$ cat src/rtl/wg_pkg.sv
// Package: shared defaults and strobe indices for the write qualifier.
// Assumes a sampling clock of roughly 100 MHz when reading the defaults.
package wg_pkg;
    localparam int unsigned SYNC_STAGES_DEF = 2;
    localparam int unsigned HOLDOFF_DEF     = 500_000; // about 5 ms of clock cycles
    localparam int unsigned MIN_PW_DEF      = 2;       // about 15 ns of clock cycles
    localparam int unsigned N_FILT          = 2;
    localparam int unsigned FILT_CE         = 0;
    localparam int unsigned FILT_WE         = 1;
endpackage

$ cat src/rtl/wg_sync.sv
// Module: multi-stage synchroniser for a small bus of slow control inputs.
// Assumes each bit is independent; STAGES >= 1; reset loads RST_VAL everywhere.
module wg_sync #(
    parameter int unsigned WIDTH  = 1,
    parameter int unsigned STAGES = 2,
    parameter logic [WIDTH-1:0] RST_VAL = '0
) (
    input  logic             clk,
    input  logic             rst_n,
    input  logic [WIDTH-1:0] d,
    output logic [WIDTH-1:0] q
);
    logic [STAGES-1:0][WIDTH-1:0] stg;

    // Shift the sampled inputs through the stage chain.
    always_ff @(posedge clk) begin
        if (!rst_n) begin
            for (int i = 0; i < int'(STAGES); i++) stg[i] <= RST_VAL;
        end else begin
            stg[0] <= d;
            for (int i = 1; i < int'(STAGES); i++) stg[i] <= stg[i-1];
        end
    end

    assign q = stg[STAGES-1];
endmodule

$ cat src/rtl/wg_holdoff.sv
// Module: power-on hold-off. Counts consecutive good-supply cycles and
// reports ready once HOLDOFF_CYC of them have been seen. Any bad cycle
// clears the count. Assumes sup_ok is already synchronised; HOLDOFF_CYC >= 1.
module wg_holdoff #(
    parameter int unsigned HOLDOFF_CYC = 500_000
) (
    input  logic clk,
    input  logic rst_n,
    input  logic sup_ok,
    output logic ready
);
    localparam int unsigned CW = $clog2(HOLDOFF_CYC + 1);
    localparam logic [CW-1:0] LIMIT = CW'(HOLDOFF_CYC);

    logic [CW-1:0] cnt;

    // Count good-supply cycles up to the limit; restart on any bad cycle.
    always_ff @(posedge clk) begin
        if (!rst_n)              cnt <= '0;
        else if (!sup_ok)        cnt <= '0;
        else if (cnt != LIMIT)   cnt <= cnt + 1'b1;
    end

    assign ready = (cnt == LIMIT);

    AST_READY_NEEDS_SUPPLY: assert property (@(posedge clk) disable iff (!rst_n)
        !sup_ok |=> !ready);
    AST_HOLDOFF_RESTART: assert property (@(posedge clk) disable iff (!rst_n)
        $rose(sup_ok) |-> !ready);
endmodule

$ cat src/rtl/wg_pulse_filter.sv
// Module: minimum-width filter. The output passes once the input has been
// high for MIN_PW_CYC consecutive samples, and it drops as soon as the
// input has been seen low. Assumes a synchronised input; MIN_PW_CYC >= 1.
module wg_pulse_filter #(
    parameter int unsigned MIN_PW_CYC = 2
) (
    input  logic clk,
    input  logic rst_n,
    input  logic in_act,
    output logic pass
);
    localparam int unsigned CW = $clog2(MIN_PW_CYC + 1);
    localparam logic [CW-1:0] LIMIT = CW'(MIN_PW_CYC);

    logic [CW-1:0] run;

    // Measure the current run of high samples, saturating at the limit.
    always_ff @(posedge clk) begin
        if (!rst_n)              run <= '0;
        else if (!in_act)        run <= '0;
        else if (run != LIMIT)   run <= run + 1'b1;
    end

    assign pass = (run == LIMIT);

    AST_PASS_NEEDS_INPUT: assert property (@(posedge clk) disable iff (!rst_n)
        pass |-> $past(in_act));
    AST_SHORT_REJECT: assert property (@(posedge clk) disable iff (!rst_n)
        $rose(in_act) |-> !pass);
endmodule

$ cat src/rtl/wr_guard.sv
// Module: write qualifier top. Synchronises the supply-good bit and the
// three active-low strobes, applies the power-on hold-off, filters
// chip-enable and write-enable for minimum width, requires output-enable
// high, and emits one pulse when the qualified combination turns true.
// Assumes asynchronous inputs; the downstream controller takes a one-cycle start.
module wr_guard
    import wg_pkg::*;
#(
    parameter int unsigned SYNC_STAGES = SYNC_STAGES_DEF,
    parameter int unsigned HOLDOFF_CYC = HOLDOFF_DEF,
    parameter int unsigned MIN_PW_CYC  = MIN_PW_DEF
) (
    input  logic clk,
    input  logic rst_n,
    input  logic supply_ok,
    input  logic ce_n,
    input  logic oe_n,
    input  logic we_n,
    output logic wr_start
);
    logic              sup_s, oe_n_s, ce_n_s, we_n_s;
    logic [N_FILT-1:0] strobe_act;
    logic [N_FILT-1:0] strobe_pass;
    logic              ready;
    logic              armed, armed_q;

    wg_sync #(.WIDTH(4), .STAGES(SYNC_STAGES), .RST_VAL(4'b0111)) u_sync (
        .clk(clk), .rst_n(rst_n),
        .d({supply_ok, oe_n, ce_n, we_n}),
        .q({sup_s, oe_n_s, ce_n_s, we_n_s})
    );

    wg_holdoff #(.HOLDOFF_CYC(HOLDOFF_CYC)) u_hold (
        .clk(clk), .rst_n(rst_n), .sup_ok(sup_s), .ready(ready)
    );

    assign strobe_act[FILT_CE] = ~ce_n_s;
    assign strobe_act[FILT_WE] = ~we_n_s;

    for (genvar g = 0; g < int'(N_FILT); g++) begin : g_filt
        wg_pulse_filter #(.MIN_PW_CYC(MIN_PW_CYC)) u_filt (
            .clk(clk), .rst_n(rst_n),
            .in_act(strobe_act[g]), .pass(strobe_pass[g])
        );
    end

    assign armed = ready & oe_n_s & (&strobe_pass);

    // Remember the previous qualified state for edge detection.
    always_ff @(posedge clk) begin
        if (!rst_n) armed_q <= 1'b0;
        else        armed_q <= armed;
    end

    assign wr_start = armed & ~armed_q;

    AST_SINGLE_CYCLE: assert property (@(posedge clk) disable iff (!rst_n)
        wr_start |=> !wr_start);
    AST_START_POWERED: assert property (@(posedge clk) disable iff (!rst_n)
        wr_start |-> ready);
    AST_START_OE_HIGH: assert property (@(posedge clk) disable iff (!rst_n)
        wr_start |-> oe_n_s);
    AST_START_CE_OK: assert property (@(posedge clk) disable iff (!rst_n)
        wr_start |-> strobe_pass[FILT_CE]);
    AST_START_WE_OK: assert property (@(posedge clk) disable iff (!rst_n)
        wr_start |-> strobe_pass[FILT_WE]);
endmodule

$ cat config.mk
export PLATFORM = sky130hd
export DESIGN_NAME = wr_guard
export DESIGN_NICKNAME = d
export VERILOG_FILES = /design/src/rtl/wg_pkg.sv /design/src/rtl/wg_sync.sv /design/src/rtl/wg_holdoff.sv /design/src/rtl/wg_pulse_filter.sv /design/src/rtl/wr_guard.sv
export SDC_FILE = /design/constraint.sdc
export NUM_CORES = 1
export LEC_CHECK = 0
export BUFFER_PORTS_ARGS = -buffer_cell sky130_fd_sc_hd__buf_2
export CAP_MARGIN = 20
export CELL_PAD_IN_SITES_DETAIL_PLACEMENT = 1
export CELL_PAD_IN_SITES_GLOBAL_PLACEMENT = 1
export CORE_MARGIN = 4
export CORE_UTILIZATION = 30
export CTS_CLUSTER_SIZE = 20
export DETAILED_ROUTE_END_ITERATION = 8
export PLACE_DENSITY_LB_ADDON = 0.1
export SLEW_MARGIN = 20
export SYNTH_ARGS = -nofsm -noshare
export SYNTH_HDL_FRONTEND = slang
export SYNTH_SLANG_ARGS = --single-unit
$ cat constraint.sdc
create_clock -name clk -period 2.4 [get_ports clk]
set_input_delay 0.12 -clock clk [delete_from_list [all_inputs] [get_ports clk]]
set_output_delay 0.12 -clock clk [all_outputs]
set_load 0.05 [all_outputs]
## After elaboration in Yosys (flattened, before gate mapping)

Cells that the tools add are included.

- Flip-flop bits (word level): 32
- Bits of input ports: 6
- Output and inout bits: 1
- Logic and storage cells: 24

- Add/sub/neg operators: 3
- Equal/unequal tests: 6
- Bitwise logic cells: 5
- Reductions and logical operators: 4

Operator list:

| kind | number |
|---|---|
| adder 19 x 1 -> 19 bit (second input constant) | 1 |
| == test 19 bit (second input constant) | 1 |
| inequality test 19 bit (second input constant) | 1 |
| adder 2 x 1 -> 2 bit (second input constant) | 2 |
| == test 2 bit (second input constant) | 2 |
| inequality test 2 bit (second input constant) | 2 |
| AND reduction 2 bit | 2 |
| OR reduction 2 bit | 2 |
| bitwise AND 1 bit | 3 |
| inverter 1 bit | 2 |

## Logic depth before layout (Yosys ltp)

- Word-level depth: 4
- Depth in mapped cells: 6
- Gate-level depth less buffers: 6

## Hierarchy

Synthesis repeated with hierarchy kept, for this count alone.

- Cells, all modules: 160
- Area, all modules: 1,457.6 sq um

Modules (own cells, without submodules):

| module | instances | cells an instance | area each (sq um) | seq. area each (sq um) |
|---|---|---|---|---|
| wg_holdoff | 1 | 111 | 964.7 | 380.4 |
| wg_sync | 1 | 20 | 240.2 | 160.2 |
| wg_pulse_filter | 2 | 11 | 103.8 | 40.0 |
| wr_guard | 1 | 7 | 45.0 | 20.0 |

## Worst setup path after synthesis

Ideal clock, no wire load.

- Kind: register to output
- Start: register u_hold.cnt[9]
- End: output wr_start
- Arrival time: 2,381 ps
- Slack: -101 ps
- Cell stages (with the launch flop): 5
- Cells stage by stage: dfxtp_1 -> or4b_1 -> nor4_2 -> nand2_1 -> nor3_1

- Cells in the longest elaborated chain, start to end: 4

RTL lines:

| element | line | text |
|---|---|---|
| from (decl) | wg_holdoff.sv:15 | `logic [CW-1:0] cnt;` |
| from (signal assigned) | wg_holdoff.sv:21 | `else if (cnt != LIMIT) cnt <= cnt + 1'b1;` |
| == test 19 bit | wg_holdoff.sv:24 | `assign ready = (cnt == LIMIT);` |
| bitwise AND 1 bit (2 in series) | wr_guard.sv:47 | `assign armed = ready & oe_n_s & (&strobe_pass);` |
| bitwise AND 1 bit | wr_guard.sv:55 | `assign wr_start = armed & ~armed_q;` |
| to (decl) | wr_guard.sv:19 | `output logic wr_start` |

No other way between the ends.

## Worst setup path after layout

Ends and elaborated chain as after synthesis.

==> qor.tcl <==
set qor(grt_pass1_vias) 1070
set qor(worstPathCellList) {or4b_1 -> nor4_2 -> nand2_1 -> nor3_2 -> buf_2}
set qor(cts_hold_repair.buffers) 0
set qor(num-nets-final) 175
set qor(mappedNetlistNets) 165
set qor(placeableCoreArea_sq_um) 4410
set qor(routed-via-count) 1073
set qor(gp_congestion) 0.777
set qor(post-cts-setup-buffers) 0
set qor(core.rowCount) 24
set qor(slew_viol_final) 0
set qor(hold_ws_ns) 0.0197
set qor(drtAntennaViolNets) 0
set qor(hold_path_class) {input port to register}
set qor(avgSynthCellArea_sq_um) 8.93
set qor(run_status) {completed}
set qor(fp.dieArea_sq_um) 5760
set qor(syn-instance-count) 155
set qor(synthDominantCellAreaShare_pct) 46.3
set qor(worst-path-max-fanout) 6
set qor(globalRouteOverflowTotal) 0
set qor(maxClockFrequency_ghz) 0.446
set qor(yosys-top-cells-area) {dfxtp_1 46%, nor2_1 5.2%, nand2_1 4.1%, nand2b_1 4.1%, xnor2_1 3.8%}
set qor(top_level_ports) 7
set qor(dr_vias_cell) 4.94
set qor(max_slew.worst_pin.slew_ns) 0.597
set qor(fin_crit_ns) 2.24
set qor(timing.critical_path.arrival_ns) 2.12
set qor(dpl.hpwl_um) 2170
set qor(grt_start_max_net_pins) 17
set qor(dieWidth_um) 75.9
set qor(max_slew_margin_pct) 60.1
set qor(crit_family) {simple AND/OR/NAND/NOR gates}
set qor(count_of_cell_types_in_the_netlist) 31
set qor(die_height_um) 75.9
set qor(final_skew_ns) 0.00532
set qor(power.density_cell_area_nw_per_um2) 608
set qor(synthToLayoutAreaGrowth_pct) 12.0
set qor(synthesis.area_sq_um) 1380
set qor(final_min_period_over_clock_period_pct) 93.4
set qor(finalSetupViolCount) 0
set qor(track_usage_pct) 10.8
set qor(power.static_leakage_nw) 0.532
set qor(ys_seq_area_share_pct) 46.3
set qor(remaining_drc_errors) 0
set qor(placement.io_buffers) 6
set qor(pre_cts_slack_ns) 0.434
set qor(placement.cell_area_sq_um) 1470
set qor(cts_buffers) 5
set qor(drt_wl_total_um) 2920
set qor(cts_buffer_depth) 2
set qor(drive_gt1_share_pct) 10.9
set qor(clkSlewWorstSetupHoldPaths_ns) 0.06
set qor(number_of_antenna_violations_at_the_first_check_in_global_routing) 0
set qor(cpPeakStageDelay_ns) 0.56
set qor(critical_path_required_ns) 2.28
set qor(timing.final.hold_violations) 0
set qor(effective_utilization_at_floorplan_pct) 31.3
set qor(peakVddDrop_mv) 0.252
set qor(grt_pass1_wl_um) 5040
set qor(antennaDiodeCount) 0
set qor(clock_sink_count) 32
set qor(final.setup.worst_slack_ns) 0.158
set qor(path_buf_inv) 1
set qor(crit_path_start_kind) {register}
set qor(post_synthesis_sequential_element_count) 32
set qor(cap_violations) 0
set qor(rsz_0062_raised_after_global_routing) {false}
set qor(routedWlPerCell_um) 13.5
set qor(h-tree-depth) 2
set qor(clock-root-buffer) {clkbuf_8}
set qor(detailedRoute.firstIterationViolations) 35
set qor(timing.critical_path.slowest_stage_cell) {or4b_1}
set qor(yosys_warnings) 0
set qor(clock_insertion_delay_worst_skew_ns) 0.27
set qor(drt_pass1_iterations) 4
set qor(cts_resized) 0
set qor(cts_tree) {built}
set qor(setup.worst_path.end_class) {output port}
set qor(synthDominantAreaCellType) {dfxtp_1}
set qor(critPathKind) {register to output port}
set qor(fin_area_sq_um) 1550
set qor(setup_tns_ns) 0
## power breakdown
part           leakage [nW]  switching [mW]  total [mW]  internal [mW]
clock                0.0410           0.183       0.379          0.197
combinational         0.231          0.0115      0.0210        0.00955
sequential            0.260         0.00269       0.542          0.539
total                 0.532           0.197       0.942          0.745
## metal layers
metal  vias up  track usage [%]  share of wire (%)
li1        554                -                  -
met1       502             13.7                 50
met3         6             2.84                2.6
met2        11             16.9                 45
met5         -                0                  0
met4         0             5.34                2.0
## cell usage in the layout, fill, tap and decap left out, types with 2 or more instances in the layout
cell,synthesis,layout
or4_1,2,2
a21oi_1,5,5
nor2_1,19,19
nor3_1,6,5
dfxtp_1,32,32
xnor2_1,6,6
nand2b_1,9,9
xor2_1,6,6
nor4_1,4,4
o21ai_0,5,5
and2_1,4,4
buf_2,0,6
clkbuf_8,0,5
mux2i_1,2,2
nand4_1,4,4
nand2_1,15,15
inv_1,7,7
nand3_1,8,8
or3_1,2,2
ha_1,4,4
## cells in the mapped netlist, drive strengths merged
cell type	count
and2	4
nor4	5
nor4b	1
or3	2
and4b	1
nand3b	1
nor2	19
or4b	1
inv	7
or2b	1
nand2	15
xor2	6
clkbuf	3
mux2i	2
xnor2	6
o21ai	5
a21oi	5
a211o	1
nand3	8
ha	4
nand2b	9
a31o	1
nand4	6
nor3	6
dfxtp	32
or4	2
o22ai	1
and4	1
## flip-flops by register name (all words and copies together) (netlist names)
name,count
armed_q,1
u_sync.q,4
u_sync.stg,4
g_filt.u_filt.run,4
u_hold.cnt,19
## area by class of cell
cell class,instances,area [sq um]
Timing Repair Buffer,6,30.0
Tap cell,52,65.1
Multi-Input combinational cell,113,711
Fill cell,528,2860
Inverter,7,26.3
Clock inverter,1,5.00
Sequential cell,32,641
Clock buffer,6,72.6
## path summary, 6_finish.rpt
path | start | end | cells after the start | slack (ns)
setup / recovery | u_hold.cnt[9] | wr_start | 5 | 0.16
hold / removal | ce_n | u_sync.stg[1] | 2 | 0.02
setup reg to reg | u_hold.cnt[0] | u_hold.cnt[18] | 5 | 0.43
hold reg to reg | u_sync.stg[0] | u_sync.q[0] | 1 | 0.41
## cells by family (layout without fill, tap and decap cells)
| kind of cell | Yosys count | in the layout | share of synthesized area [%] |
|---|---|---|---|
| simple gates | 82 | 82 | 33.0 |
| flops | 32 | 32 | 46.3 |
| compound gates | 13 | 13 | 5.33 |
| xor+xnor | 12 | 12 | 7.59 |
| buf+inv | 10 | 20 | 2.71 |
| fa+ha+maj | 4 | 4 | 3.62 |
| mux | 2 | 2 | 1.45 |
## through the flow
step / power [mW] / std cells / util, %
2_1_floorplan: 0.567 / 155 / -
3_3_place_gp: 0.574 / 210 / 33.4
3_5_place_dp: 0.575 / 210 / 33.4
4_1_cts: 0.966 / 217 / 35.1
5_1_grt: 0.987 / 217 / 35.1
6_report: 0.942 / 217 / 35.1
Power figures use the tool's default switching activity.
